`src/rtl/dual_rate_divider.sv`:
```
module dual_rate_divider #(
  parameter int CODE_W = 2
) (
  input  logic              clk,
  input  logic              rst,
  input  logic              vco_tick,
  input  logic [CODE_W-1:0] div_sel,
  output logic              fout,
  output logic              fout_n,
  output logic              fhalf,
  output logic              fhalf_n
);
  localparam int MAX_LOG = (1 << CODE_W) - 1;
  localparam int CNT_W   = (MAX_LOG > 0) ? MAX_LOG : 1;

  logic [CODE_W-1:0] sel_q;
  logic [CNT_W-1:0]  cnt;
  logic [CNT_W-1:0]  last;
  logic              main_q;
  logic              half_q;
  logic              flip;

  assign last = CNT_W'((1 << sel_q) - 1);
  assign flip = vco_tick && (cnt == last);

  always_ff @(posedge clk) begin
    if (rst || (flip && main_q)) sel_q <= div_sel;
  end

  always_ff @(posedge clk or posedge rst) begin
    if (rst) begin
      cnt    <= '0;
      main_q <= 1'b0;
      half_q <= 1'b0;
    end else if (flip) begin
      cnt    <= '0;
      main_q <= ~main_q;
      if (!main_q) half_q <= ~half_q;
    end else if (vco_tick) begin
      cnt <= cnt + 1'b1;
    end
  end

  assign fout    = main_q;
  assign fout_n  = ~main_q;
  assign fhalf   = half_q;
  assign fhalf_n = ~half_q;
endmodule

```
`config.mk`:
```
export PLATFORM = sky130hd
export DESIGN_NAME = dual_rate_divider
export DESIGN_NICKNAME = d
export VERILOG_FILES = /design/src/rtl/dual_rate_divider.sv
export SDC_FILE = /design/constraint.sdc
export NUM_CORES = 1
export LEC_CHECK = 0
export BUFFER_PORTS_ARGS = -buffer_cell sky130_fd_sc_hd__buf_2
export CAP_MARGIN = 20
export CORE_AREA = 2 2 39 41
export CTS_BUF_LIST = sky130_fd_sc_hd__clkbuf_8
export DETAILED_ROUTE_END_ITERATION = 16
export DIE_AREA = 0 0 41 43
export PLACE_DENSITY = 0.5
export SLEW_MARGIN = 40
export SYNTH_ARGS = -nofsm -noshare
export SYNTH_HDL_FRONTEND = slang
export SYNTH_SLANG_ARGS = --single-unit
```
`constraint.sdc`:
```
create_clock -name clk -period 2.2 [get_ports clk]
set_input_delay 0.44 -clock clk [delete_from_list [all_inputs] [get_ports clk]]
set_output_delay 0.44 -clock clk [all_outputs]
set_load 0.03 [all_outputs]
```
# Word level (Yosys, flattened, before mapping)
# Index checks and enable logic that the tools add are counted.
# word_totals
regBits,7
out_inout_bits,4
wordCells,17
# op_classes
bitwise_logic,2
shifts,1
n_mux,2
addsub,2
eq_ne,1
n_reduce_logical,5
# op_table
operator,n
$mux 3,2
$add 3x1->3 const B,1
$eq 3x3->1,1
$shl 1x2->3 const A,1
$sub 3x2->3 const B,1
$logic_and 1x1->1,2
$not 1->1,2
$reduce_and 2->1,1
$reduce_bool 2->1,1
$logic_or 1x1->1,1

# Longest topological paths before layout
# Gate-level depths: netlist (run 1).
# depth
depth_word,6
mapped_depth,4
mapped_depth_nobuf,4

# Worst setup path before layout (run 1)
# Ideal clock, no wire load.
# synth_timing
path_kind,register -> register
from,register cnt[2]
to,"register sel_q[0], enable pin"
required_time_ps,1904
stages_incl_launch_ff,5
setup_slack_ps,717
arrival_ps,1187
path_buffers,0
cell_sequence,dfrtp_1 -> nor4b_2 -> o31ai_2 -> a21boi_2 -> a21o_1
# synth_via
elab_chain_cells,4
# synth_rtl
element,line,source
start: declaration,17,logic [CNT_W-1:0] cnt;
start signal: assignment,40,cnt <= cnt + 1'b1;
$eq 3x3->1,24,assign flip = vco_tick && (cnt == last);
$logic_and 1x1->1,24,
$logic_and 1x1->1,27,if (rst || (flip && main_q)) sel_q <= div_sel;
$logic_or 1x1->1,27,
end signal: assignment,27,
end: declaration,16,logic [CODE_W-1:0] sel_q;
# No other way between the ends.
# A chain may end at the register's enable or synchronous reset.

# Worst setup path in the final report (run 1)
# Same ends and word-level chain as after synthesis.

==> metrics, run 1 <==
status=finished, final reports clean; Max Root-Sink Buffers=2; worst reg2reg startpoint=cnt[2]; WL final=632 um; commonest cells after routing, fill and taps aside=buf_2 (8), dfrtp_1 (5), inv_1 (4), nor2_1 (4); clock latency on the worst-skew pair=0.23 ns; via count=256; kind of end point of the critical path=flip-flop; die height=43 um; post-synth net total=37; DIE WIDTH=41 um; Worst Setup Path Type=reg2reg; Min-Delay Path Class=in2async; DP HPWL=500 um; GRT Resource Usage Total=10.5%; Yosys cell types=17; Peak VDD IR=511 uV; Post-Synth XOR/XNOR Area=9.79%; die area=1760 um^2; Site Rows=14; Hold WS=0.116 ns; top-area cell type share of the netlist area=35.0%; worst reg2reg path depth=4; CP endpoint=sel_q[0]; Final ANT Viol Nets=0; PwrDens=1460 nW/um^2; sequential area share after synthesis=51.7%; placer congestion estimate=0.666; ratio of cells with drive above 1 in the final layout=32.6%; critical path required time=2.14 ns; Worst Max-Slew Pin Slew=0.266 ns; crit share post-route=74.1%; starting density of the core=25.9%; Peak Freq=0.614 GHz; register-to-register setup slack=0.57 ns; H-tree levels=1; FF-to-FF End=sel_q[0]; core area=1380 um^2; clk_skew=0.000524 ns; post-DR wirelength/cell=10.7 um; simple-gate area share of the yosys netlist=18.9%; DRT iter0 DRCs=3; number of clock sinks=7; PostCTS Resize Cnt=0; largest net degree at the start of global routing=7; crit path launch=cnt[2]; final hold vios=0; largest family of logic cells by synthesized area=simple AND/OR/NAND/NOR gates; Critical Path Fanout Max=5; Syn Area/Cell=11.5 um^2; global-route wire length before repair=1120 um; number of CTS-inserted buffers=3; clk slew on worst S/H paths=0.04 ns; Syn Std Cell Area=358 um^2; number of global-route vias before repair=281; Layout area overhead=29.4%; # DRC=0; final setup vio count=0; Post-CTS Setup Bufs=0; WP data arrival=1.57 ns; first-pass iteration count of the detailed router=3; final net count=50; Worst setup SP type=flip-flop; final setup TNS=0 ns; compound-cell area share of the yosys netlist=10.1%; antenna cells=0; Filler Cells Inserted=146; cts hold-fix bufs=0; synth top area cells=dfrtp_1 (35%), edfxtp_1 (17%), xnor2_1 (7.3%); RSZ-0062 raised after global routing=false; Post-Syn Instances=31; CTS tree=built; # port buffers=8; Final Slew Violations=0; Root Driver=clkbuf_8; post-synth top area cell=dfrtp_1; Final min period=1.63 ns; Leak=0.216 nW; adder-cell area share of the yosys netlist=3.50%; I/O pin count=9; mux cell area share after synthesis=2.80%; initial antenna violation count=0; #FFs+latches synth=7; commonest non-fill, non-tap cell in the layout=buf_2; grt ovf=0; Synth Warn #=0; Rel. slew slack=82.2%; Max Cap Violations=0; vias per inst=4.34
## how the worst min path moves through the flow
stage / startpoint / to / slack [ns] / depth (start not counted)
CTS: rst / cnt[2] / 0.12 / 2
global route: rst / cnt[2] / 0.15 / 2
global placement: rst / cnt[2] / 0.36 / 2
detailed placement: rst / cnt[2] / 0.36 / 2
finish: rst / cnt[2] / 0.12 / 2
floorplan: rst / cnt[0] / 0.22 / 1
## stage by stage
step / power (mW) / area, um^2 / worst slack [ns] / utilization (%) / instances
2_1_floorplan: 0.436 / 358 / 0.717 / - / 31
6_report: 0.678 / 463 / 0.571 / 33.5 / 59
3_5_place_dp: 0.510 / 418 / 0.555 / 30.2 / 55
3_3_place_gp: 0.506 / 418 / 0.569 / 30.2 / 55
4_1_cts: 0.690 / 463 / 0.546 / 33.5 / 59
5_1_grt: 0.728 / 463 / 0.461 / 33.5 / 59
## critical path, cell delays in order, from the launching register on
cell and delay (ns):
dfrtp_1 0.42, nor4b_2 0.33, o31ai_2 0.12, a21boi_2 0.27, a21o_1 0.20
## cells in the mapped netlist (all sizes together)
cell and n:
a21boi 1, a21o 1, a21oi 1, and4 1
and4bb 1, dfrtp 5, edfxtp 2, ha 1
inv 3, mux2i 1, nand2 3, nor2 4
nor3 1, nor4b 1, o31ai 1, xnor2 3
xor2 1
## sequential cells by signal, indices dropped and copies added, names as in the netlist
name,flops
cnt,3
fout,1
fhalf,1
sel_q,2
## power by group
part	total [mW]	internal, mW	switching (mW)
Combinational	0.263	0.0998	0.163
Sequential	0.241	0.187	0.0536
Clock	0.174	0.120	0.0540
Total	0.678	0.407	0.271
## routing by layer
metal	part of all wire, %	global-route usage, %
met1	43	11.0
met2	47	14.4
met3	3.0	3.14
met4	6.6	12.0
met5	0	0
## layout make-up
cell class	instances	area (um^2)	area share [%]
clock buffers	3	41.3	8.92
clock inverters	1	3.75	0.811
inverters	3	11.3	2.43
multi-input cells	21	161	34.9
flip-flops and latches	7	185	40.0
well taps	16	20.0	4.32
repair buffers	8	40.0	8.65
## logic make-up (layout without fill, tap and decap cells)
family / after synthesis / count (layout)
and+or+nand+nor: 11 / 11
DFF: 7 / 7
AOI/OAI and AO/OA: 4 / 4
xor gates and xnor gates: 4 / 4
buffers and inverters: 3 / 15
adders and majority gates: 1 / 1
muxes: 1 / 1
Note: power is estimated with default switching activity, not from simulation.
==> run 2: changes to the inputs <==
- clock period: 2.2 -> 1.55 ns (I/O delays scaled with it)
==> run 2 against run 1 <==
Global-route usage decreased by 0.49 points. First-iteration DRC count shrank 100%. Final cell count grew 5.1%. Non-clock buffer count rose by 3. Die area unchanged. Flip-flop and latch count unchanged. Register-to-register slack worse by 0.50 ns.
==> metrics, run 2 (synthesis gave the netlist of run 1 again) <==
PwrDens=2020 nW/um^2 (was 1460 nW/um^2); number of CTS-inserted buffers=3 (unchanged); core area=1380 um^2 (unchanged); Leak=0.229 nW (was 0.216 nW); WL final=599 um (was 632 um); grt ovf=0 (unchanged); clk slew on worst S/H paths=0.04 ns (about the same); Worst Max-Slew Pin Slew=0.255 ns (was 0.266 ns); Final Slew Violations=0 (unchanged); # DRC=0 (unchanged); Hold Crit Depth=1; met2 usage=13.1% (was 14.4%); ratio of cells with drive above 1 in the final layout=37.0% (was 32.6%); CTS tree=built (unchanged); via count=266 (was 256); GRT busiest layer=met2 (unchanged); largest net degree at the start of global routing=6 (was 7); number of clock sinks=7 (unchanged); Regs by FF count=cnt (3), sel_q (2) (unchanged); FF/Latch Area=186 um^2 (was 185 um^2); kind of end point of the critical path=flip-flop (unchanged); critical path required time=1.53 ns (was 2.14 ns); WP data arrival=1.46 ns (was 1.57 ns); post-DR wirelength/cell=9.66 um (was 10.7 um); die height=43 um (unchanged); Root Driver=clkbuf_8 (unchanged); Max Root-Sink Buffers=2 (unchanged); placer congestion estimate=0.708 (was 0.666); global-route wire length before repair=1110 um (was 1120 um); final setup TNS=0 ns (unchanged); met3 global-route usage=3.14% (unchanged); DIE WIDTH=41 um (unchanged); Max Cap Violations=0 (unchanged); Final ANT Viol Nets=0 (unchanged); Final min period=1.48 ns (was 1.63 ns); first-pass iteration count of the detailed router=1 (was 3); Filler Cells Inserted=141 (was 146); antenna cells=0 (unchanged); status=finished, final reports clean (unchanged); Worst Setup Path Type=reg2reg (unchanged); final hold vios=0 (unchanged); crit share post-route=95.3% (was 74.1%); Critical Path Fanout Max=4 (was 5); multi-input logic area=161 um^2 (unchanged); Min-Delay Path Class=in2reg (was in2async); number of global-route vias before repair=268 (was 281); commonest non-fill, non-tap cell in the layout=buf_2 (unchanged); GRT Resource Usage Total=9.97% (was 10.5%); clock latency on the worst-skew pair=0.22 ns (was 0.23 ns); DP HPWL=489 um (was 500 um); DRT iter0 DRCs=0 (was 3); I/O pin count=9 (unchanged); initial antenna violation count=0 (unchanged); met1 Usage GRT=11.7% (was 11.0%); Rel. slew slack=82.9% (was 82.2%); Most flops, register=cnt (unchanged); H-tree levels=1 (unchanged); worst reg2reg path depth=4 (unchanged); vias per inst=4.29 (was 4.34); Post-CTS Setup Bufs=0 (unchanged); final net count=53 (was 50); RSZ-0062 raised after global routing=false (unchanged); number of flip-flops in the largest register=3 (unchanged); commonest cells after routing, fill and taps aside=buf_2 (8), inv_1 (4), nor2_1 (4), dfrtp_1 (4) (was buf_2 (8), dfrtp_1 (5), inv_1 (4), nor2_1 (4)); Peak VDD IR=986 uV (was 511 uV); Worst setup SP type=flip-flop (unchanged); Layout area overhead=36.7% (was 29.4%); Site Rows=14 (unchanged); Hold WS=0.263 ns (was 0.116 ns); starting density of the core=25.9% (unchanged); die area=1760 um^2 (unchanged); Peak Freq=0.677 GHz (was 0.614 GHz); final setup vio count=0 (unchanged); # port buffers=8 (unchanged); clk_skew=0.000590 ns (was 0.000524 ns)
-- run 2: cell count changes in the layout (fill, tap and decap cells not counted), sizes merged --
cell and delta:
buf +2, dlygate4sd3 +1
-- run 2: final cells by class --
cell class	count	area share, %
clock buffers	3	8.44
clock inverters	1	0.767
inverters	3	2.30
multi-input cells	21	33.0
flip-flops and latches	7	38.1
well taps	16	4.09
repair buffers	11	13.3
-- run 2: worst max-delay path, cell delays in order, from the launching register on --
cell and delay [ns]:
edfxtp_1 0.42, and4_1 0.21, o31ai_2 0.30, a21boi_2 0.10, a21o_1 0.21
-- run 2: power breakdown --
| part | switching, mW | total, mW | internal (mW) |
|---|---|---|---|
| sequential | 0.0738 | 0.342 | 0.268 |
| combinational | 0.243 | 0.408 | 0.165 |
| clock | 0.0695 | 0.240 | 0.170 |
-- run 2: what timing repair did --
item,CTS,global route
setup endpoints to repair,0,2
hold endpoints to repair,5,0
hold buffers,1,0
resized for setup,0,1
-- run 2: metal layers --
layer / wire length (um) / vias to the layer above
met5: 0 / -
met4: 5 / 0
met3: 19 / 2
met2: 296 / 4
met1: 278 / 124
li1: - / 136
-- run 2: stage by stage --
step	setup slack (ns)	instance area [um^2]	utilization (%)	power [mW]	std cells
finish	0.0731	489	35.4	0.989	62
global route	0.00237	489	35.4	1.08	62
CTS	0.0555	488	35.3	1.00	62
detailed placement	0.0665	433	31.3	0.750	57
global placement	0.0738	433	31.3	0.752	57
floorplan	0.0670	358	-	0.619	31
-- run 2: final timing paths --
check	startpoint	endpoint	slack, ns
worst min-delay path	div_sel[1]	sel_q[1]	0.26
worst max register to register	sel_q[1]	sel_q[1]	0.07
min in group asynchronous	rst	fout	0.53
max in group asynchronous	rst	cnt[2]	0.84
worst min register to register	fhalf	fhalf	0.54
worst max-delay path	sel_q[1]	sel_q[1]	0.07
==> run 3: changes to the inputs <==
- ABC_AREA: unset -> 1
- PLACE_DENSITY: 0.5 -> 0.52
==> run 3 against run 2 <==
Utilization grew 0.54 points. Total power shrank 0.20%. Area after synthesis grew 6.6%. Clock skew grew 0.0019 ns. Wire length grew 5.5%. First-iteration DRC count grew 2. Fmax grew 7.3%. Cell area grew 1.5%. Critical path depth grew 1. Non-clock buffer count shrank 2. Register-to-register slack gained 0.10 ns. Sequential power shrank 6.7%. Largest power group unchanged.
==> metrics, run 3 <==
Hold Crit Start=div_sel[0] (was div_sel[1]); DRT iter0 DRCs=2 (was 0); Peak Freq=0.726 GHz (was 0.677 GHz); placer congestion estimate=0.658 (was 0.708); first-pass iteration count of the detailed router=4 (was 1); ratio of cells with drive above 1 in the final layout=32.1% (was 37.0%); cell area after layout=497 um^2 (was 489 um^2); CTS tree=built (unchanged); commonest cells after routing, fill and taps aside=nand2_1 (10), inv_1 (9), buf_2 (8) (was buf_2 (8), inv_1 (4), nor2_1 (4), dfrtp_1 (4)); Post-DP Area=442 um^2 (was 433 um^2); post-DR wirelength/cell=8.78 um (was 9.66 um); WP buf/inv=0 (unchanged); post-synth net total=49 (was 37); number of global-route vias before repair=284 (was 268); PwrDens=1990 nW/um^2 (was 2020 nW/um^2); Post-synth EDFFs=2 (unchanged); Synth Warn #=0 (unchanged); post-synth top area cell=dfrtp_1 (unchanged); Leak=0.261 nW (was 0.229 nW); sequential area share after synthesis=48.5% (was 51.7%); status=finished, final reports clean (unchanged); final setup vio count=0 (unchanged); Filler Cells Inserted=140 (was 141); Final Util=35.9% (was 35.4%); Max Cap Violations=0 (unchanged); Min-Delay Path Class=in2reg (unchanged); Peak VDD IR=817 uV (was 986 uV); worst reg2reg startpoint=sel_q[1] (unchanged); clk slew on worst S/H paths=0.04 ns (about the same); initial antenna violation count=0 (unchanged); Worst Setup Path Type=reg2reg (unchanged); Comb pwr share=42.9% (was 41.2%); Site Rows=14 (unchanged); worst reg2reg path depth=5 (was 4); crit-path cells=o21ai_0 -> nand2_1 -> nor2_4 -> nand2_2 -> o21ai_2 (was and4_1 -> o31ai_2 -> a21boi_2 -> a21o_1); H-tree levels=1 (unchanged); antenna cells=0 (unchanged); top-area cell type share of the netlist area=32.8% (was 35.0%); core area=1380 um^2 (unchanged); Worst Max-Slew Pin Slew=0.244 ns (was 0.255 ns); Hold Path Sink=sel_q[0] (was sel_q[1]); Rel. slew slack=83.7% (was 82.9%); die area=1760 um^2 (unchanged); Hold Crit Depth=1 (unchanged); Critical Path Fanout Max=5 (was 4); kind of end point of the critical path=flip-flop (unchanged); WP data arrival=1.30 ns (was 1.46 ns); Regs by FF count=cnt (3), sel_q (2) (unchanged); critical path required time=1.47 ns (was 1.53 ns); Worst setup SP type=flip-flop (unchanged); commonest cells in the synthesized netlist=nand2_1 (10), inv_1 (8), dfrtp_1 (5), nor2_1 (5) (was dfrtp_1 (5), nor2_1 (4), inv_1 (3), nand2_1 (3), xnor2_1 (3)); DIE WIDTH=41 um (unchanged); Post-CTS Setup Bufs=0 (unchanged); Yosys cell types=15 (was 17); final setup TNS=0 ns (unchanged); total chip power=0.987 mW (was 0.989 mW); clock latency on the worst-skew pair=0.22 ns (about the same); Syn Area/Cell=8.87 um^2 (was 11.5 um^2); Main synth FF type=dfrtp_1 (unchanged); register-to-register setup slack=0.17 ns (was 0.07 ns); number of clock sinks=7 (unchanged); RSZ-0062 raised after global routing=false (unchanged); via count=298 (was 266); number of CTS-inserted buffers=3 (unchanged); clock network fraction of design power=24.8% (was 24.2%); sequential share of power=32.3% (was 34.5%); largest net degree at the start of global routing=7 (was 6); # DRC=0 (unchanged); Internal=0.577 mW (was 0.604 mW); starting density of the core=27.6% (was 25.9%); synth top area cells=dfrtp_1 (33%), edfxtp_1 (16%), nand2_1 (9.8%) (was dfrtp_1 (35%), edfxtp_1 (17%), xnor2_1 (7.3%)); Layout area overhead=30.2% (was 36.7%); Max Root-Sink Buffers=2 (unchanged); Post-Syn Instances=43 (was 31); # port buffers=8 (unchanged); global-route wire length before repair=1120 um (was 1110 um); CP peak stage delay=0.43 ns (was 0.42 ns); Final ANT Viol Nets=0 (unchanged); WL final=632 um (was 599 um); grt ovf=0 (unchanged); clk_skew=0.00247 ns (was 0.000590 ns); number of flip-flops in the largest register=3 (unchanged); Final Slew Violations=0 (unchanged); Syn Std Cell Area=382 um^2 (was 358 um^2); Post-synth ARST share=71.4% (unchanged); Final WS setup=0.173 ns (was 0.0731 ns); crit share post-route=88.8% (was 95.3%); Worst path slowest cell=edfxtp_1 (unchanged); count leader, synth=nand2_1 (was dfrtp_1); vias per inst=4.14 (was 4.29); I/O pin count=9 (unchanged); Crit path max-delay family=flip-flops (was compound AO/OA/AOI/OAI gates); Most flops, register=cnt (unchanged); final net count=63 (was 53); Post-Place Worst Slack=0.178 ns (was 0.0665 ns); Sw Pwr=0.411 mW (was 0.386 mW); Sw Share=41.6% (was 39.0%); FF-to-FF End=sel_q[1] (unchanged); die height=43 um (unchanged); Root Driver=clkbuf_8 (unchanged); #FFs+latches synth=7 (unchanged); GRT Resource Usage Total=10.4% (was 9.97%); final hold vios=0 (unchanged); DP HPWL=486 um (was 489 um); commonest non-fill, non-tap cell in the layout=nand2_1 (was buf_2); Final min period=1.38 ns (was 1.48 ns)
-- run 3: worst max-delay path by stage --
stage | start | slack [ns] | cells past startpoint | end
after floorplan | sel_q[1] | 0.25 | 5 | sel_q[0]
after global placement | sel_q[1] | 0.19 | 5 | sel_q[0]
after detailed placement | sel_q[1] | 0.18 | 5 | sel_q[1]
after CTS | sel_q[1] | 0.17 | 5 | sel_q[1]
after global routing | sel_q[1] | 0.05 | 5 | sel_q[1]
final | sel_q[1] | 0.17 | 5 | sel_q[1]
-- run 3: stage by stage --
stage / cells / hold slack [ns]
global route: 72 / 0.252
detailed placement: 67 / 0.239
global placement: 67 / 0.238
CTS: 72 / 0.256
finish: 72 / 0.261
floorplan: 43 / 0.104
-- run 3: area by class of cell --
cell class | count | area (um^2) | share of cell area [%]
clock buffers | 3 | 41.3 | 8.31
multi-input cells | 27 | 163 | 32.7
clock inverters | 1 | 3.75 | 0.756
flip-flops and latches | 7 | 185 | 37.3
well taps | 16 | 20.0 | 4.03
inverters | 9 | 33.8 | 6.80
repair buffers | 9 | 50.0 | 10.1
-- run 3: kinds of logic after synthesis --
| logic type | Yosys count | share of synthesized area [%] |
|---|---|---|
| multiplexers | 1 | 2.62 |
| AND/OR/NAND/NOR | 20 | 26.2 |
| AO/OA/AOI/OAI | 3 | 5.90 |
| XOR/XNOR | 2 | 4.59 |
| buffers and inverters | 9 | 8.85 |
| flip-flops | 7 | 48.5 |
| adder cells (fa/ha/maj) | 1 | 3.28 |
-- run 3: power groups by stage --
| stage | registers [mW] | logic (mW) | clock network (mW) |
|---|---|---|---|
| 3_3_place_gp | 0.322 | 0.423 | 0 |
| 2_1_floorplan | 0.363 | 0.284 | 0 |
| 6_report | 0.319 | 0.424 | 0.245 |
| 5_1_grt | 0.329 | 0.482 | 0.268 |
| 3_5_place_dp | 0.323 | 0.424 | 0 |
| 4_1_cts | 0.321 | 0.429 | 0.253 |
-- run 3: per-layer routing --
layer | vias up | global-route usage, % | routed length (um)
met1 | 125 | 12.0 | 302
met4 | 0 | 12.0 | 36
met3 | 5 | 3.14 | 32
met2 | 10 | 13.1 | 261
li1 | 158 | - | -
met5 | - | 0 | 0
-- run 3: worst reg2reg max path, stage by stage, from the launching register on --
cell and delay (ns):
edfxtp_1 0.43, o21ai_0 0.18, nand2_1 0.10, nor2_4 0.12, nand2_2 0.09, o21ai_2 0.16
-- run 3: what timing repair did --
action | CTS | global route
resized for setup | 0 | 0
hold endpoints to repair | 4 | 0
hold buffers | 1 | 0
